[src/rtl/txc_pkg.sv]
// Shared definitions for the transactional conflict tracker.
// Assumes: the abort reason is a two-bit code that software decodes.
package txc_pkg;

    typedef enum logic [1:0] {
        RSN_CONFLICT = 2'b00,
        RSN_OVERFLOW = 2'b01,
        RSN_IRQ      = 2'b10,
        RSN_SOFT     = 2'b11
    } abort_rsn_e;

    // Fixed priority: interrupt, conflict, overflow, software request.
    function automatic abort_rsn_e pick_reason(input logic irq, input logic conf,
                                               input logic ovf);
        if (irq)       return RSN_IRQ;
        else if (conf) return RSN_CONFLICT;
        else if (ovf)  return RSN_OVERFLOW;
        else           return RSN_SOFT;
    endfunction

endpackage

[src/rtl/txc_entry_cmp.sv]
// Per-entry comparator: reports a tag hit for the local access and a
// conflict for the snoop. Assumes that the masks mark touched words and that
// snp_word is one-hot.
module txc_entry_cmp #(
    parameter int TAG_W = 26,
    parameter int WORDS = 8
) (
    input  logic             vld,
    input  logic [TAG_W-1:0] tag,
    input  logic [WORDS-1:0] rmask,
    input  logic [WORDS-1:0] wmask,
    input  logic [TAG_W-1:0] acc_tag,
    input  logic [TAG_W-1:0] snp_tag,
    input  logic [WORDS-1:0] snp_word,
    input  logic             snp_write,
    input  logic             word_mode,
    output logic             acc_hit,
    output logic             snp_conf
);

    logic rd_touch;
    logic wr_touch;

    // Overlap test at line or word granularity.
    always_comb begin
        rd_touch = word_mode ? |(rmask & snp_word) : |rmask;
        wr_touch = word_mode ? |(wmask & snp_word) : |wmask;
    end

    // Hit and conflict decisions for this entry.
    always_comb begin
        acc_hit  = vld && (tag == acc_tag);
        snp_conf = vld && (tag == snp_tag) && ((snp_write && rd_touch) || wr_touch);
    end

endmodule

[src/rtl/txc_set_table.sv]
// Fully associative read/write-set table. Each entry keeps a line tag and
// per-word read and write masks. Assumes at most one local access per cycle
// and that clear takes precedence over any update.
module txc_set_table #(
    parameter int ENTRIES = 8,
    parameter int TAG_W   = 26,
    parameter int WORDS   = 8
) (
    input  logic             clk,
    input  logic             rst_n,
    input  logic             clear,
    input  logic             word_mode,
    input  logic             acc_en,
    input  logic             acc_write,
    input  logic [TAG_W-1:0] acc_tag,
    input  logic [WORDS-1:0] acc_word,
    input  logic             snp_en,
    input  logic             snp_write,
    input  logic [TAG_W-1:0] snp_tag,
    input  logic [WORDS-1:0] snp_word,
    output logic             overflow,
    output logic             conflict
);

    localparam int IDX_W = (ENTRIES > 1) ? $clog2(ENTRIES) : 1;

    logic [ENTRIES-1:0] vld_q;
    logic [TAG_W-1:0]   tag_q   [ENTRIES];
    logic [WORDS-1:0]   rmask_q [ENTRIES];
    logic [WORDS-1:0]   wmask_q [ENTRIES];
    logic [ENTRIES-1:0] acc_hit;
    logic [ENTRIES-1:0] snp_hit;
    logic [IDX_W-1:0]   free_idx;
    logic               any_free;
    logic               hit_any;

    // One comparator per entry.
    for (genvar g = 0; g < ENTRIES; g++) begin : g_cmp
        txc_entry_cmp #(.TAG_W(TAG_W), .WORDS(WORDS)) u_cmp (
            .vld       (vld_q[g]),
            .tag       (tag_q[g]),
            .rmask     (rmask_q[g]),
            .wmask     (wmask_q[g]),
            .acc_tag   (acc_tag),
            .snp_tag   (snp_tag),
            .snp_word  (snp_word),
            .snp_write (snp_write),
            .word_mode (word_mode),
            .acc_hit   (acc_hit[g]),
            .snp_conf  (snp_hit[g])
        );
    end

    // Lowest free slot for allocation.
    always_comb begin
        free_idx = '0;
        any_free = 1'b0;
        for (int i = ENTRIES - 1; i >= 0; i--) begin
            if (!vld_q[i]) begin
                free_idx = IDX_W'(i);
                any_free = 1'b1;
            end
        end
    end

    // Capacity and collision flags.
    always_comb begin
        hit_any  = |acc_hit;
        overflow = acc_en && !hit_any && !any_free;
        conflict = snp_en && (|snp_hit);
    end

    // Entry storage: clear, merge a hit, or allocate a fresh line.
    always_ff @(posedge clk) begin
        if (!rst_n || clear) begin
            vld_q <= '0;
            for (int i = 0; i < ENTRIES; i++) begin
                tag_q[i]   <= '0;
                rmask_q[i] <= '0;
                wmask_q[i] <= '0;
            end
        end else if (acc_en) begin
            for (int i = 0; i < ENTRIES; i++) begin
                if (acc_hit[i]) begin
                    if (acc_write) wmask_q[i] <= wmask_q[i] | acc_word;
                    else           rmask_q[i] <= rmask_q[i] | acc_word;
                end else if (!hit_any && any_free && (free_idx == IDX_W'(i))) begin
                    vld_q[i]   <= 1'b1;
                    tag_q[i]   <= acc_tag;
                    rmask_q[i] <= acc_write ? '0 : acc_word;
                    wmask_q[i] <= acc_write ? acc_word : '0;
                end
            end
        end
    end

    AST_SINGLE_HIT: assert property (@(posedge clk) disable iff (!rst_n)
        $onehot0(acc_hit));
    AST_OVF_ONLY_FULL: assert property (@(posedge clk) disable iff (!rst_n)
        overflow |-> (&vld_q));
    AST_CLEAR_EMPTIES: assert property (@(posedge clk) disable iff (!rst_n)
        clear |=> (vld_q == '0));

endmodule

[src/rtl/txc_ctrl.sv]
// Transaction state and outcome control. Turns the abort causes into a
// registered abort pulse and a held reason code, and a clean end into a
// commit pulse. Assumes the causes are already qualified as combinational
// flags for the current cycle.
module txc_ctrl
    import txc_pkg::*;
(
    input  logic       clk,
    input  logic       rst_n,
    input  logic       tx_begin,
    input  logic       tx_end,
    input  logic       sw_abort,
    input  logic       irq,
    input  logic       conflict,
    input  logic       overflow,
    output logic       active,
    output logic       clear,
    output logic       abort_pulse,
    output logic [1:0] abort_reason,
    output logic       commit_pulse
);

    logic       abort_now;
    logic       commit_now;
    abort_rsn_e rsn_q;

    // Decide this cycle's outcome.
    always_comb begin
        abort_now  = active && (irq || conflict || overflow || sw_abort);
        commit_now = active && tx_end && !abort_now;
        clear      = !active || abort_now || commit_now;
    end

    // State, pulses and the held reason code.
    always_ff @(posedge clk) begin
        if (!rst_n) begin
            active       <= 1'b0;
            abort_pulse  <= 1'b0;
            commit_pulse <= 1'b0;
            rsn_q        <= RSN_CONFLICT;
        end else begin
            abort_pulse  <= abort_now;
            commit_pulse <= commit_now;
            if (abort_now) begin
                active <= 1'b0;
                rsn_q  <= pick_reason(irq, conflict, overflow);
            end else if (commit_now) begin
                active <= 1'b0;
            end else if (!active && tx_begin) begin
                active <= 1'b1;
                rsn_q  <= RSN_CONFLICT;
            end
        end
    end

    assign abort_reason = rsn_q;

    AST_PULSE_EXCL: assert property (@(posedge clk) disable iff (!rst_n)
        !(abort_pulse && commit_pulse));
    AST_ABORT_IDLE: assert property (@(posedge clk) disable iff (!rst_n)
        abort_pulse |-> !active);
    AST_ABORT_SINGLE: assert property (@(posedge clk) disable iff (!rst_n)
        abort_pulse |=> !abort_pulse);
    AST_REASON_HELD: assert property (@(posedge clk) disable iff (!rst_n)
        (!active && !tx_begin) |=> $stable(abort_reason));
    AST_IRQ_WINS: assert property (@(posedge clk) disable iff (!rst_n)
        (active && irq) |=> (abort_pulse && abort_reason == 2'b10));
    AST_BEGIN_STARTS: assert property (@(posedge clk) disable iff (!rst_n)
        (!active && tx_begin) |=> (active && abort_reason == 2'b00));

endmodule

[src/rtl/txn_conflict_tracker.sv]
// Top of the transactional conflict tracker. Splits addresses into line tag
// and word index, gates local and remote traffic by the transaction state,
// and joins the set table with the outcome control. Assumes each access is
// confined to one aligned word and there is one local access per cycle.
module txn_conflict_tracker #(
    parameter int ADDR_W   = 32,
    parameter int ENTRIES  = 8,
    parameter int LINE_OFF = 6,
    parameter int WORD_OFF = 3
) (
    input  logic              clk,
    input  logic              rst_n,
    input  logic              word_mode,
    input  logic              tx_begin,
    input  logic              tx_end,
    input  logic              sw_abort,
    input  logic              irq,
    input  logic              acc_valid,
    input  logic              acc_write,
    input  logic [ADDR_W-1:0] acc_addr,
    input  logic              snp_valid,
    input  logic              snp_write,
    input  logic [ADDR_W-1:0] snp_addr,
    output logic              tx_active,
    output logic              abort_pulse,
    output logic [1:0]        abort_reason,
    output logic              commit_pulse
);

    localparam int TAG_W = ADDR_W - LINE_OFF;
    localparam int IDX_B = LINE_OFF - WORD_OFF;
    localparam int WORDS = 1 << IDX_B;

    logic             active;
    logic             clear;
    logic             overflow;
    logic             conflict;
    logic             acc_en;
    logic             snp_en;
    logic [WORDS-1:0] acc_word;
    logic [WORDS-1:0] snp_word;

    // Qualify traffic by state and decode word positions.
    always_comb begin
        acc_en   = active && acc_valid;
        snp_en   = active && snp_valid;
        acc_word = WORDS'(1) << acc_addr[LINE_OFF-1:WORD_OFF];
        snp_word = WORDS'(1) << snp_addr[LINE_OFF-1:WORD_OFF];
    end

    txc_set_table #(.ENTRIES(ENTRIES), .TAG_W(TAG_W), .WORDS(WORDS)) u_table (
        .clk       (clk),
        .rst_n     (rst_n),
        .clear     (clear),
        .word_mode (word_mode),
        .acc_en    (acc_en),
        .acc_write (acc_write),
        .acc_tag   (acc_addr[ADDR_W-1:LINE_OFF]),
        .acc_word  (acc_word),
        .snp_en    (snp_en),
        .snp_write (snp_write),
        .snp_tag   (snp_addr[ADDR_W-1:LINE_OFF]),
        .snp_word  (snp_word),
        .overflow  (overflow),
        .conflict  (conflict)
    );

    txc_ctrl u_ctrl (
        .clk          (clk),
        .rst_n        (rst_n),
        .tx_begin     (tx_begin),
        .tx_end       (tx_end),
        .sw_abort     (sw_abort),
        .irq          (irq),
        .conflict     (conflict),
        .overflow     (overflow),
        .active       (active),
        .clear        (clear),
        .abort_pulse  (abort_pulse),
        .abort_reason (abort_reason),
        .commit_pulse (commit_pulse)
    );

    assign tx_active = active;

    AST_IDLE_NO_ABORT: assert property (@(posedge clk) disable iff (!rst_n)
        !tx_active |=> !abort_pulse);
    AST_END_COMMITS: assert property (@(posedge clk) disable iff (!rst_n)
        (tx_active && tx_end && !irq && !sw_abort && !snp_valid && !acc_valid)
        |=> commit_pulse);

endmodule

[config.mk]
export PLATFORM = sky130hd
export DESIGN_NAME = txn_conflict_tracker
export DESIGN_NICKNAME = d
export VERILOG_FILES = /design/src/rtl/txc_pkg.sv /design/src/rtl/txc_entry_cmp.sv /design/src/rtl/txc_set_table.sv /design/src/rtl/txc_ctrl.sv /design/src/rtl/txn_conflict_tracker.sv
export SDC_FILE = /design/constraint.sdc
export NUM_CORES = 1
export LEC_CHECK = 0
export BUFFER_PORTS_ARGS = -buffer_cell sky130_fd_sc_hd__buf_2
export CAP_MARGIN = 5
export CORE_UTILIZATION = 57
export DETAILED_ROUTE_END_ITERATION = 6
export PLACE_DENSITY = 0.81
export SETUP_SLACK_MARGIN = 0.05
export SYNTH_ARGS = -nofsm -noshare
export SYNTH_HDL_FRONTEND = slang
export SYNTH_SLANG_ARGS = --single-unit
[constraint.sdc]
create_clock -name clk -period 5.2 [get_ports clk]
set_clock_uncertainty 0.2 [all_clocks]
set_input_delay 1.04 -clock clk [delete_from_list [all_inputs] [get_ports clk]]
set_output_delay 1.04 -clock clk [all_outputs]
set_load 0.01 [all_outputs]
Word-level counts from Yosys, hierarchy flattened

Memories as Yosys holds them, arrays and structs flattened.
Cells that the tools add are included.

Output and inout port bits: 5
Logic and storage cells: 425
Register bits: 13
Memory bits (writable): 336
Memories kept: 3
Input port bits: 75

Muxes and demuxes: 188
Shifts and indexed selects: 2
Equal/unequal tests: 24
Bitwise operators: 81
Reductions and logical operators: 115

Memory list:

| memory          | words | bits a word | rd ports | clocked after Yosys merged registers in | wr ports | line                | RTL |
|---|---|---|---|---|---|---|---|
| u_table.tag_q   | 8     | 26          | 8        | 0                                       | 8        | txc_set_table.sv:28 | `logic [TAG_W-1:0] tag_q [ENTRIES];` |
| u_table.rmask_q | 8     | 8           | 8        | 0                                       | 8        | txc_set_table.sv:29 | `logic [WORDS-1:0] rmask_q [ENTRIES];` |
| u_table.wmask_q | 8     | 8           | 8        | 0                                       | 8        | txc_set_table.sv:30 | `logic [WORDS-1:0] wmask_q [ENTRIES];` |

Operators by type and width:

| cell                  | number |
|---|---|
| $eq A26 B26 Y1        | 16 |
| $mux W8               | 34 |
| $reduce_or A8 Y1      | 34 |
| $mux W26              | 8 |
| $mux W1               | 132 |
| $and A8 B8 Y8         | 16 |
| $or A8 B8 Y8          | 16 |
| $logic_and A1 B1 Y1   | 50 |
| $or A1 B1 Y1          | 40 |
| $mux W3               | 8 |
| $reduce_and A3 Y1     | 8 |
| $shl A1 B3 Y8 const A | 2 |
| $logic_or A1 B1 Y1    | 14 |
| $eq A3 B3 Y1 const B  | 4 |
| $mux W2               | 6 |
| $not A1 Y1            | 9 |
| $eq A3 B2 Y1 const B  | 2 |
| $logic_not A1 Y1      | 5 |
| $eq A3 B1 Y1 const B  | 1 |
| $logic_not A3 Y1      | 1 |
| $reduce_or A3 Y1      | 1 |
| $ne A2 B1 Y1 const B  | 1 |
| $reduce_and A2 Y1     | 1 |
| $reduce_bool A2 Y1    | 1 |

Longest topological paths before layout

Gate-level depths: netlist of run 1.

Depth in word-level cells: 21
Depth in mapped cells: 14

Cells and area by module

Synthesis of run 1 repeated with hierarchy kept, for this count alone.

Cell total of the unflattened synthesis: 1786
Area total of the unflattened synthesis: 19459.9 um2

Modules (own cells, without submodules):

| module               | cells an instance | sequential area each (um2) | times used | area each (um2) |
|---|---|---|---|---|
| txc_set_table        | 1019              | 10249.8                    | 1          | 13553.0 |
| txc_entry_cmp        | 91                | 0.0                        | 8          | 695.7 |
| txc_ctrl             | 21                | 100.1                      | 1          | 198.9 |
| txn_conflict_tracker | 18                | 0.0                        | 1          | 142.6 |

Worst setup path after synthesis of run 1

No wires, ideal clock.

Path kind: input-to-reg
Start point: in snp_addr[5]
End point: mem u_table.wmask_q[3][0], in the netlist u_table.wmask_q[0][24], enable pin
Data arrival time: 4453 ps
Library setup time: 271 ps
Data required time: 4729 ps
Stages: 13
Path slack: 276 ps
Buffers on the path: 4
Path through: buf_2 > buf_6 > clkbuf_1 > mux4_2 > nand2_1 > a31oi_1 > o2111ai_1 > o2111ai_1 > o41ai_4 > nor3b_2 > clkbuf_1 > nand2_1 > or2_2

RTL lines:

| item            | line                       | RTL |
|---|---|---|
| start, declared | txn_conflict_tracker.sv:23 | `input logic [ADDR_W-1:0] snp_addr,` |
| end, declared   | txc_set_table.sv:30        |  |

==> results of run 1 <==
[registers in the layout, indices dropped and copies added, names as in the netlist]
signal	flops
u_table.tag_q	208
u_table.rmask_q	64
u_table.wmask_q	64
u_table.vld_q	8
u_ctrl.abort_reason	2
u_ctrl.abort_pulse	1
u_ctrl.active	1
u_ctrl.commit_pulse	1
[stage by stage]
step / setup slack (ns) / power (mW) / instance area (µm²) / cells
floorplan: 0.2763 / 3.531 / 21300 / 1990
global placement: 0.3183 / 3.747 / 22510 / 2457
detailed placement: 0.1987 / 3.758 / 22510 / 2457
CTS: 0.7416 / 6.546 / 23810 / 2527
global route: 0.3701 / 6.691 / 23810 / 2527
finish: 0.6417 / 6.567 / 23810 / 2527
[final cells by class]
class | count | area share, %
inverters | 19 | 0.2996
repair buffers | 197 | 5.865
clock buffers | 55 | 4.782
flip-flops and latches | 349 | 43.47
well taps | 468 | 2.460
multi-input cells | 1424 | 42.45
clock inverters | 15 | 0.6727
[Yosys cell counts (19+ instances only)]
master and count:
edfxtp_1 336, xnor2_1 299, and3_1 164, clkbuf_1 135, xor2_1 117, o21ai_0 99, nand4_1 96, nor2_1 82
nor4_1 62, nand2_1 61, a21boi_0 60, nor3_1 58, nand3_1 44, and2_1 43, buf_2 35, a21oi_1 22
a31oi_1 22, buf_1 22, inv_1 19
[per-layer routing]
| layer | up-vias | wire, µm | track usage, % |
|---|---|---|---|
| met5 | - | 0 | 0 |
| met4 | 0 | 5777 | 27.24 |
| met3 | 368 | 8439 | 7.720 |
| met2 | 1339 | 31720 | 57.18 |
| met1 | 8416 | 24020 | 45.18 |
| li1 | 7407 | - | - |
[kinds of logic after synthesis]
logic type	after synthesis
AO/OA/AOI/OAI	306
XOR/XNOR	416
buffers and inverters	217
flip-flops	349
multiplexers	30
AND/OR/NAND/NOR	672
[power by group through the flow]
stage	combinational, mW	clock [mW]	sequential [mW]
3_3_place_gp	0.592	0	3.15
6_report	0.627	2.84	3.10
3_5_place_dp	0.601	0	3.16
5_1_grt	0.649	2.94	3.10
2_1_floorplan	0.382	0	3.15
4_1_cts	0.607	2.84	3.10
[worst register-to-register path, delay by kind of cell, from the launching register on]
| kind | cells | cell delay, ns |
|---|---|---|
| AND/OR/NAND/NOR | 5 | 1.64 |
| flip-flops | 1 | 0.41 |
| AO/OA/AOI/OAI | 4 | 1.03 |
| buffers and inverters | 3 | 0.67 |
[how the worst min path moves through the flow]
stage | startpoint | depth (start not counted) | end
final | u_ctrl.abort_reason[0] | 2 | u_ctrl.abort_reason[0]
after global routing | u_ctrl.abort_reason[0] | 2 | u_ctrl.abort_reason[0]
after CTS | u_ctrl.abort_reason[0] | 2 | u_ctrl.abort_reason[0]
after detailed placement | u_ctrl.abort_reason[0] | 2 | u_ctrl.abort_reason[0]
after global placement | u_ctrl.abort_reason[0] | 2 | u_ctrl.abort_reason[0]
after floorplan | u_table.vld_q[7] | 2 | u_table.vld_q[7]
[cells in the final DEF (no fill, tap or decap), types with 5 or more instances in the layout]
master / n
a2111oi_0: 5
a2111oi_1: 6
a2111oi_2: 14
a21boi_0: 60
a21oi_1: 22
a221oi_1: 9
a22oi_1: 13
a31oi_1: 22
and2_1: 43
and3_1: 164
and3b_1: 7
buf_12: 8
buf_2: 73
buf_4: 116
clkbuf_1: 8
clkbuf_16: 41
clkbuf_8: 6
dfxtp_1: 13
edfxtp_1: 336
inv_1: 19
mux2_2: 8
mux2i_1: 5
mux4_2: 12
nand2_1: 61
nand2b_1: 14
nand3_1: 44
nand4_1: 96
nor2_1: 82
nor2b_1: 5
nor3_1: 53
nor3_2: 5
nor4_1: 60
o211ai_1: 9
o21ai_0: 99
o22ai_1: 12
or2_2: 5
or3b_2: 5
or4_1: 12
xnor2_1: 299
xor2_1: 117
==> metrics.md, run 1 <==
| Metric | Value |
|---|---|
| Fillers | 2725 |
| Crit path depth | 13 |
| Fin nets | 2105 |
| Sequential power share | 47.2% |
| Reg-to-reg setup timing slack | 1.06 ns |
| H-tree Lvls | 2 |
| Clock power share | 43.3% |
| PD cells | 275.8 nW/µm² |
| ANT nets after route | 0 |
| Chip height | 195.3 µm |
| 1st-iter DRT viols | roughly 2.3k |
| First-pass GRT wire length | 104400 µm |
| Crit path cell chain | buf_2 -> mux2_2 -> a211oi_1 -> o21ai_1 -> o2111ai_1 -> o2111ai_1 -> o41ai_4 -> buf_4 -> nand3_2 -> or4_2 -> buf_12 -> buf_4 -> nor3_1 |
| VDD IR max | 0.0002789 V |
| Mux cell area share after synthesis | about 2.2% |
| Reg2reg path depth | 12 |
| Max Cap Violations | 0 |
| CTS Buf Count | 39 |
| Clock transition at path regs | 0.06 ns |
| DR pass1 iterations | 6 |
| Compound-gate portion of the synthesized area | 10.09% |
| FF/Latch Area | 10350 µm² |
| I/O pin cnt | 80 |
| DP Wirelength | about 47000 µm |
| Setup violators final | 0 |
| DRC violations left | 0 |
| Synthesis-to-finish area growth | 11.79% |
| Synthesized area per cell | 10.70 µm² |
| Post-Synth Adder-Cell Area | 0% |
| Switching share of power | around a quarter |
| Final period util | a little under 90% |
| Number of synthesized flops with an enable pin | between 300 and 400 |
| Peak per-stage delay on the critical path | 0.59 ns |
| Placement Rows | 70 |
| Crit path from | snp_addr[4] |
| Hold Path Class | reg2reg |
| Share of the synthesized area in the top cell type | 47.38% |
| Most used DFF post-synth | edfxtp_1 |
| Largest fanout on the critical path | 35 |
| Status | completed |
| Vias per cell | 6.937 |
| RSZ-0062 raised after global routing | false |
| Slew Limit Fails | 0 |
| Synthesized Nets | 2065 |
| Worst-margin pin slew | approximately 1.3 ns |
| Maximum buffer depth of the clock tree | 3 |
| FF+latch count, synth | 349 |
| Vias in the first global route | 17.43k |
| Sw Pwr | 1.603 mW |
| Vias | 17.53k |
| Synth warn | 0 |
| CP endpoint kind | flop |
| Largest net degree at the start of global routing | 56 |
| TNS Setup | 0 ns |
| Synth Instances | a little under 2k |
| Largest delay share family, worst path | compound AO/OA/AOI/OAI gates |
| Crit path launch type | input pin |
| WP buf/inv | 4 |
| Detailed Route WL | 69960 µm |
| Total Die Area | 38140 µm² |
| Top cells by area, synth | edfxtp_1 47%, xnor2_1 12%, and3_1 4.8%, xor2_1 4.8%, nand4_1 2.8% |
| Combinational family with the most area after synthesis | simple AND/OR/NAND/NOR gates |
| Core Footprint | 36700 µm² |
| Xor and xnor area share after synthesis | 17.11% |
| Critical Path RT | 5.38 ns |
| I/O Buffers | 73 |
| Clk Latency, worst-skew pair | between 0.5 and 0.6 ns |
| Fmax | 0.2194 GHz |
| Final core occ | 64.88% |
| Total track usage | 36.69% |
| Share of async-settable or async-resettable flops after synthesis | 0% |
| Total gr overflow | 0 |
| Rel. slew slack | between 10 and 15% |
| Hold_ws | slightly above 0.3 ns |
| Die Width | 195.3 µm |
| CTS resizes | 0 |
| Critical R2R Capture | u_table.rmask_q[0][28] |
| Initial Util | 58.03% |
| Synth Area in Simple Gates | 17.78% |
| RR Startpoint | u_table.rmask_q[1][28] |
| Clk root buf | clkbuf_16 |
| Internal | 4.963 mW |
| Setup crit end | u_table.rmask_q[0][28] |
| Routed len/inst | 27.68 µm |
| Sink Count | between 300 and 400 |
| Initial antenna violation count | 0 |
| Combinational Power Share | 9.6% |
| TritonCTS clock tree | yes |
| Crit path time final | 4.558 ns |
| Top cell type by total area after synthesis | edfxtp_1 |
| Worst path arrival time | approximately 4.7 ns |
| Netlist cell types | 67 |
| Share of layout cells above drive strength 1 | 15.40% |
| Multi-input gate area | ~10000 µm² |
| Lkg Pwr | around 9 nW |
| Synth Cell Area | 21300 µm² |
| Hold buffers post-CTS | 0 |
| Register area share after synthesis | 48.60% |
| Cell at the slowest stage of the critical path | or4_2 |
| Final Hold Violating Endpoints | 0 |
| N_diodes | 0 |
| GP Congestion | 0.9918 |
| Post-CTS Setup Inserts | 0 |
| Worst Path Class, Setup | in2reg |
Power figures use the tool's default switching activity.
==> run 2: changes to the inputs <==
--- a/config.mk
+++ b/config.mk
@@ -9,8 +9,9 @@
 export CAP_MARGIN = 5
 export CORE_UTILIZATION = 57
 export DETAILED_ROUTE_END_ITERATION = 6
-export PLACE_DENSITY = 0.81
+export PLACE_DENSITY_LB_ADDON = 0.05
 export SETUP_SLACK_MARGIN = 0.05
 export SYNTH_ARGS = -nofsm -noshare
 export SYNTH_HDL_FRONTEND = slang
+export SYNTH_HIERARCHICAL = 1
 export SYNTH_SLANG_ARGS = --single-unit
==> constraint.sdc (replaced) <==
create_clock -name clk -period 4.2 [get_ports clk]
set_clock_uncertainty 0.2 [all_clocks]
set_input_delay 0.84 -clock clk [delete_from_list [all_inputs] [get_ports clk]]
set_output_delay 0.84 -clock clk [all_outputs]
set_load 0.01 [all_outputs]
==> metrics.md, run 2 <==
| Metric | Value |
|---|---|
| Status | completed |
| Rel. slew slack | 25.09% (+11 points) |
| Top Registers | u_table/tag_q x208, u_table/rmask_q x64, u_table/wmask_q x64 |
| Max Cap Violations | 0 (unchanged) |
| CTS Buf Count | 40 (+2.6%) |
| Largest delay share family, worst path | simple AND/OR/NAND/NOR gates |
| TritonCTS clock tree | yes |
| Grt met3 use | 8.313% (+0.59 points) |
| PD cells | 307.3 nW/µm² (+11%) |
| Clk Latency, worst-skew pair | 0.58 ns (+0.02 ns) |
| Largest fanout on the critical path | 8 (-77%) |
| Die Width | 186.8 µm (-4.4%) |
| Crit path launch type | flop |
| Sink Count | 349 (unchanged) |
| Synthesized area per cell | 10.90 µm² (+1.8%) |
| Initial antenna violation count | 1 (+1) |
| Slew Limit Fails | 0 (unchanged) |
| Fmax | 0.2403 GHz |
| Met2 GRT Util | 67.58% (+10 points) |
| Total track usage | 40.68% (+4.0 points) |
| Hold buffers post-CTS | 0 (unchanged) |
| Largest net degree at the start of global routing | 33 (-41%) |
| Largest Register | u_table/tag_q |
| Share of the synthesized area in the top cell type | 51.85% (+4.5 points) |
| Post-route insts no fill | 2673 (+5.8%) |
| Crit path cell chain | xnor2_2 -> nand4_1 -> or4_4 -> nor4_4 -> nor4_4 -> a21boi_1 -> buf_4 -> nor2_4 -> nand4b_1 -> buf_4 -> nor3b_4 -> buf_6 -> buf_12 -> buf_6 -> and3_4 -> buf_8 -> a21oi_1 -> nor2_2 |
| N_diodes | 0 (unchanged) |
| RSZ-0062 raised after global routing | true |
| Synth warn | 6 (+6) |
| GP Congestion | 1.053 (+6.1%) |
| Hold Path Class | reg2reg |
| I/O pin cnt | 80 (unchanged) |
| Worst-margin pin slew | 1.113 ns (-0.1725 ns) |
| Synthesis-to-finish area growth | 34.40% |
| Hold_ws | 0.2933 ns (-0.01308 ns) |
| CP endpoint kind | flop |
| Synth Cell Area | 19460 µm² (-8.6%) |
| Total gr overflow | 0 (unchanged) |
| Detailed Route WL | 72380 µm (+3.5%) |
| DR pass1 iterations | 6 (unchanged) |
| Routed len/inst | 27.08 µm (-2.2%) |
| Placement Rows | 67 (-4.3%) |
| Lkg Pwr | 9.965 nW (+10%) |
| Most frequent cell after synthesis | edfxtp_1 |
| Core Footprint | 33530 µm² (-8.6%) |
| Final period util | 99.09% |
| Vias in the first global route | 16.46k (-5.5%) |
| Clk root buf | clkbuf_16 |
| Top cell type by total area after synthesis | edfxtp_1 |
| Busiest grt layer | met2 |
| Cell at the slowest stage of the critical path | or4_4 |
| Maximum buffer depth of the clock tree | 3 (unchanged) |
| Crit path time final | 4.162 ns |
| ANT nets after route | 0 (unchanged) |
| Vias per cell | 6.468 (-6.8%) |
| Critical Path RT | 4.33 ns (-1.05 ns) |
| Fin nets | 2272 (+7.9%) |
| Share of layout cells above drive strength 1 | 30.25% (+15 points) |
| Total Die Area | 34880 µm² (-8.5%) |
| Worst path arrival time | 4.30 ns (-0.44 ns) |
| Worst Path Class, Setup | reg2reg |
| FF+latch count, synth | 349 (unchanged) |
| DP Wirelength | 52390 µm (+12%) |
| VDD IR max | 0.0003113 V (+12%) |
| M1 GR Usage | 50.88% (+5.7 points) |
| Synth Instances | 1786 (-10%) |
| Max FFs per register | 208 (unchanged) |
| Most frequent cells in the layout | 336 x edfxtp_1, 291 x buf_4, 276 x xnor2_1 |
| Synthesized Nets | 1861 (-9.9%) |
| Share of async-settable or async-resettable flops after synthesis | 0% (unchanged) |
| Commonest cells in the netlist | 336 x edfxtp_1, 328 x xnor2_1, 208 x nor2_1 |
| Setup violators final | 0 (unchanged) |
| Initial Util | 58.03% (about the same) |
| Peak per-stage delay on the critical path | 0.59 ns (about the same) |
| Top cells by area, synth | edfxtp_1 52%, xnor2_1 15%, nor2_1 4.0%, xor2_1 4.0%, nand4_1 3.0% |
| Most used DFF post-synth | edfxtp_1 |
| Commonest non-fill, non-tap cell in the layout | edfxtp_1 |
| Register area share after synthesis | 53.19% (+4.6 points) |
| Final Hold Violating Endpoints | 0 (unchanged) |
| First-pass GRT wire length | 104300 µm (-0.13%) |
| Number of synthesized flops with an enable pin | 336 (unchanged) |
| Netlist cell types | 55 (-18%) |
| Chip height | 186.8 µm (-4.4%) |
| 1st-iter DRT viols | 2637 (+13%) |
| DRC violations left | 0 (unchanged) |
| # placed instances | 2579 (+5.0%) |
| Vias | 17.29k (-1.4%) |
| H-tree Lvls | 2 (unchanged) |
| I/O Buffers | 73 (unchanged) |
| WP buf/inv | 6 (+2) |
| Clock transition at path regs | 0.06 ns (about the same) |
## run 2: cell count changes in the layout (fill, tap and decap cells not counted), sizes merged, moves of 29 or more
cell    previous run  this run
buf              197       436
and3             164        12
nor2              82       208
a21oi             22       108
a21boi            60         3
o21ai            100        58
and2              43         5
a22oi             13        48
nand2             61        90
xnor2            299       328
xor2             117        88
## run 2: cells by family (layout without fill, tap and decap cells)
| group | count (synthesis) | after routing | synth area share (%) |
|---|---|---|---|
| flip-flops | 349 | 349 | 53.19 |
| buffers and inverters | 105 | 543 | 2.147 |
| AND/OR/NAND/NOR | 621 | 622 | 16.25 |
| XOR/XNOR | 416 | 416 | 18.72 |
| AO/OA/AOI/OAI | 295 | 295 | 9.690 |
## run 2: path summary, 6_finish.rpt
path / slack, ns / start / cells after the start / end
worst min register to register: 0.29 / u_ctrl/abort_reason[0] / 2 / u_ctrl/abort_reason[0]
worst min-delay path: 0.29 / u_ctrl/abort_reason[0] / 2 / u_ctrl/abort_reason[0]
worst max register to register: 0.04 / u_table/tag_q[0][88] / 18 / u_table/rmask_q[0][4]
worst max-delay path: 0.04 / u_table/tag_q[0][88] / 18 / u_table/rmask_q[0][4]
## run 2: final cells by class
class	count	area, µm²
Timing Repair Buffer	442	4034
Sequential cell	349	10350
Clock inverter	23	168.9
Multi-Input combinational cell	1333	9858
Inverter	31	123.9
Clock buffer	47	1059
Tap cell	448	560.5
Fill cell	2205	7378
## run 2: timing repair
| action | CTS | global route |
|---|---|---|
| cloned | 0 | 4 |
| pin swaps | 9 | 57 |
| setup buffers | 13 | 10 |
| endpoints found under the setup margin | 672 | 646 |
| gates resized for setup | 30 | 104 |
## run 2: layer usage
layer	wire length [µm]	vias up	part of all wire [%]
met5	10	-	0.014
met4	4095	2	5.7
met3	7894	234	11
met2	34580	1261	48
met1	25800	8340	36
li1	-	7452	-
## run 2: stage by stage
stage          setup WS (ns)  total power, mW  instance area (µm²)  TNS [ns]  utilization [%]
2_1_floorplan       -0.07101            4.228                20120    -4.682                -
3_3_place_gp         -0.9344            4.677                24010   -511.77            71.61
3_5_place_dp          -1.079            4.688                24010   -566.05            71.61
4_1_cts              0.05241            7.993                25510         0            76.07
5_1_grt             -0.03886            8.193                26150   -0.1675            78.00
6_report             0.03822            8.037                26150         0            78.00
## run 2: power by group
part	leakage [nW]	total [mW]	switching (mW)	internal (mW)
Clock	0.598	3.35	1.43	1.92
Combinational	5.14	0.854	0.476	0.378
Sequential	4.23	3.84	0.0343	3.80
## run 2: worst min-delay path, stage by stage, from the launching register on
cell     delay (ns)
dfxtp_1        0.31
nand3_1        0.08
o21ai_1        0.06
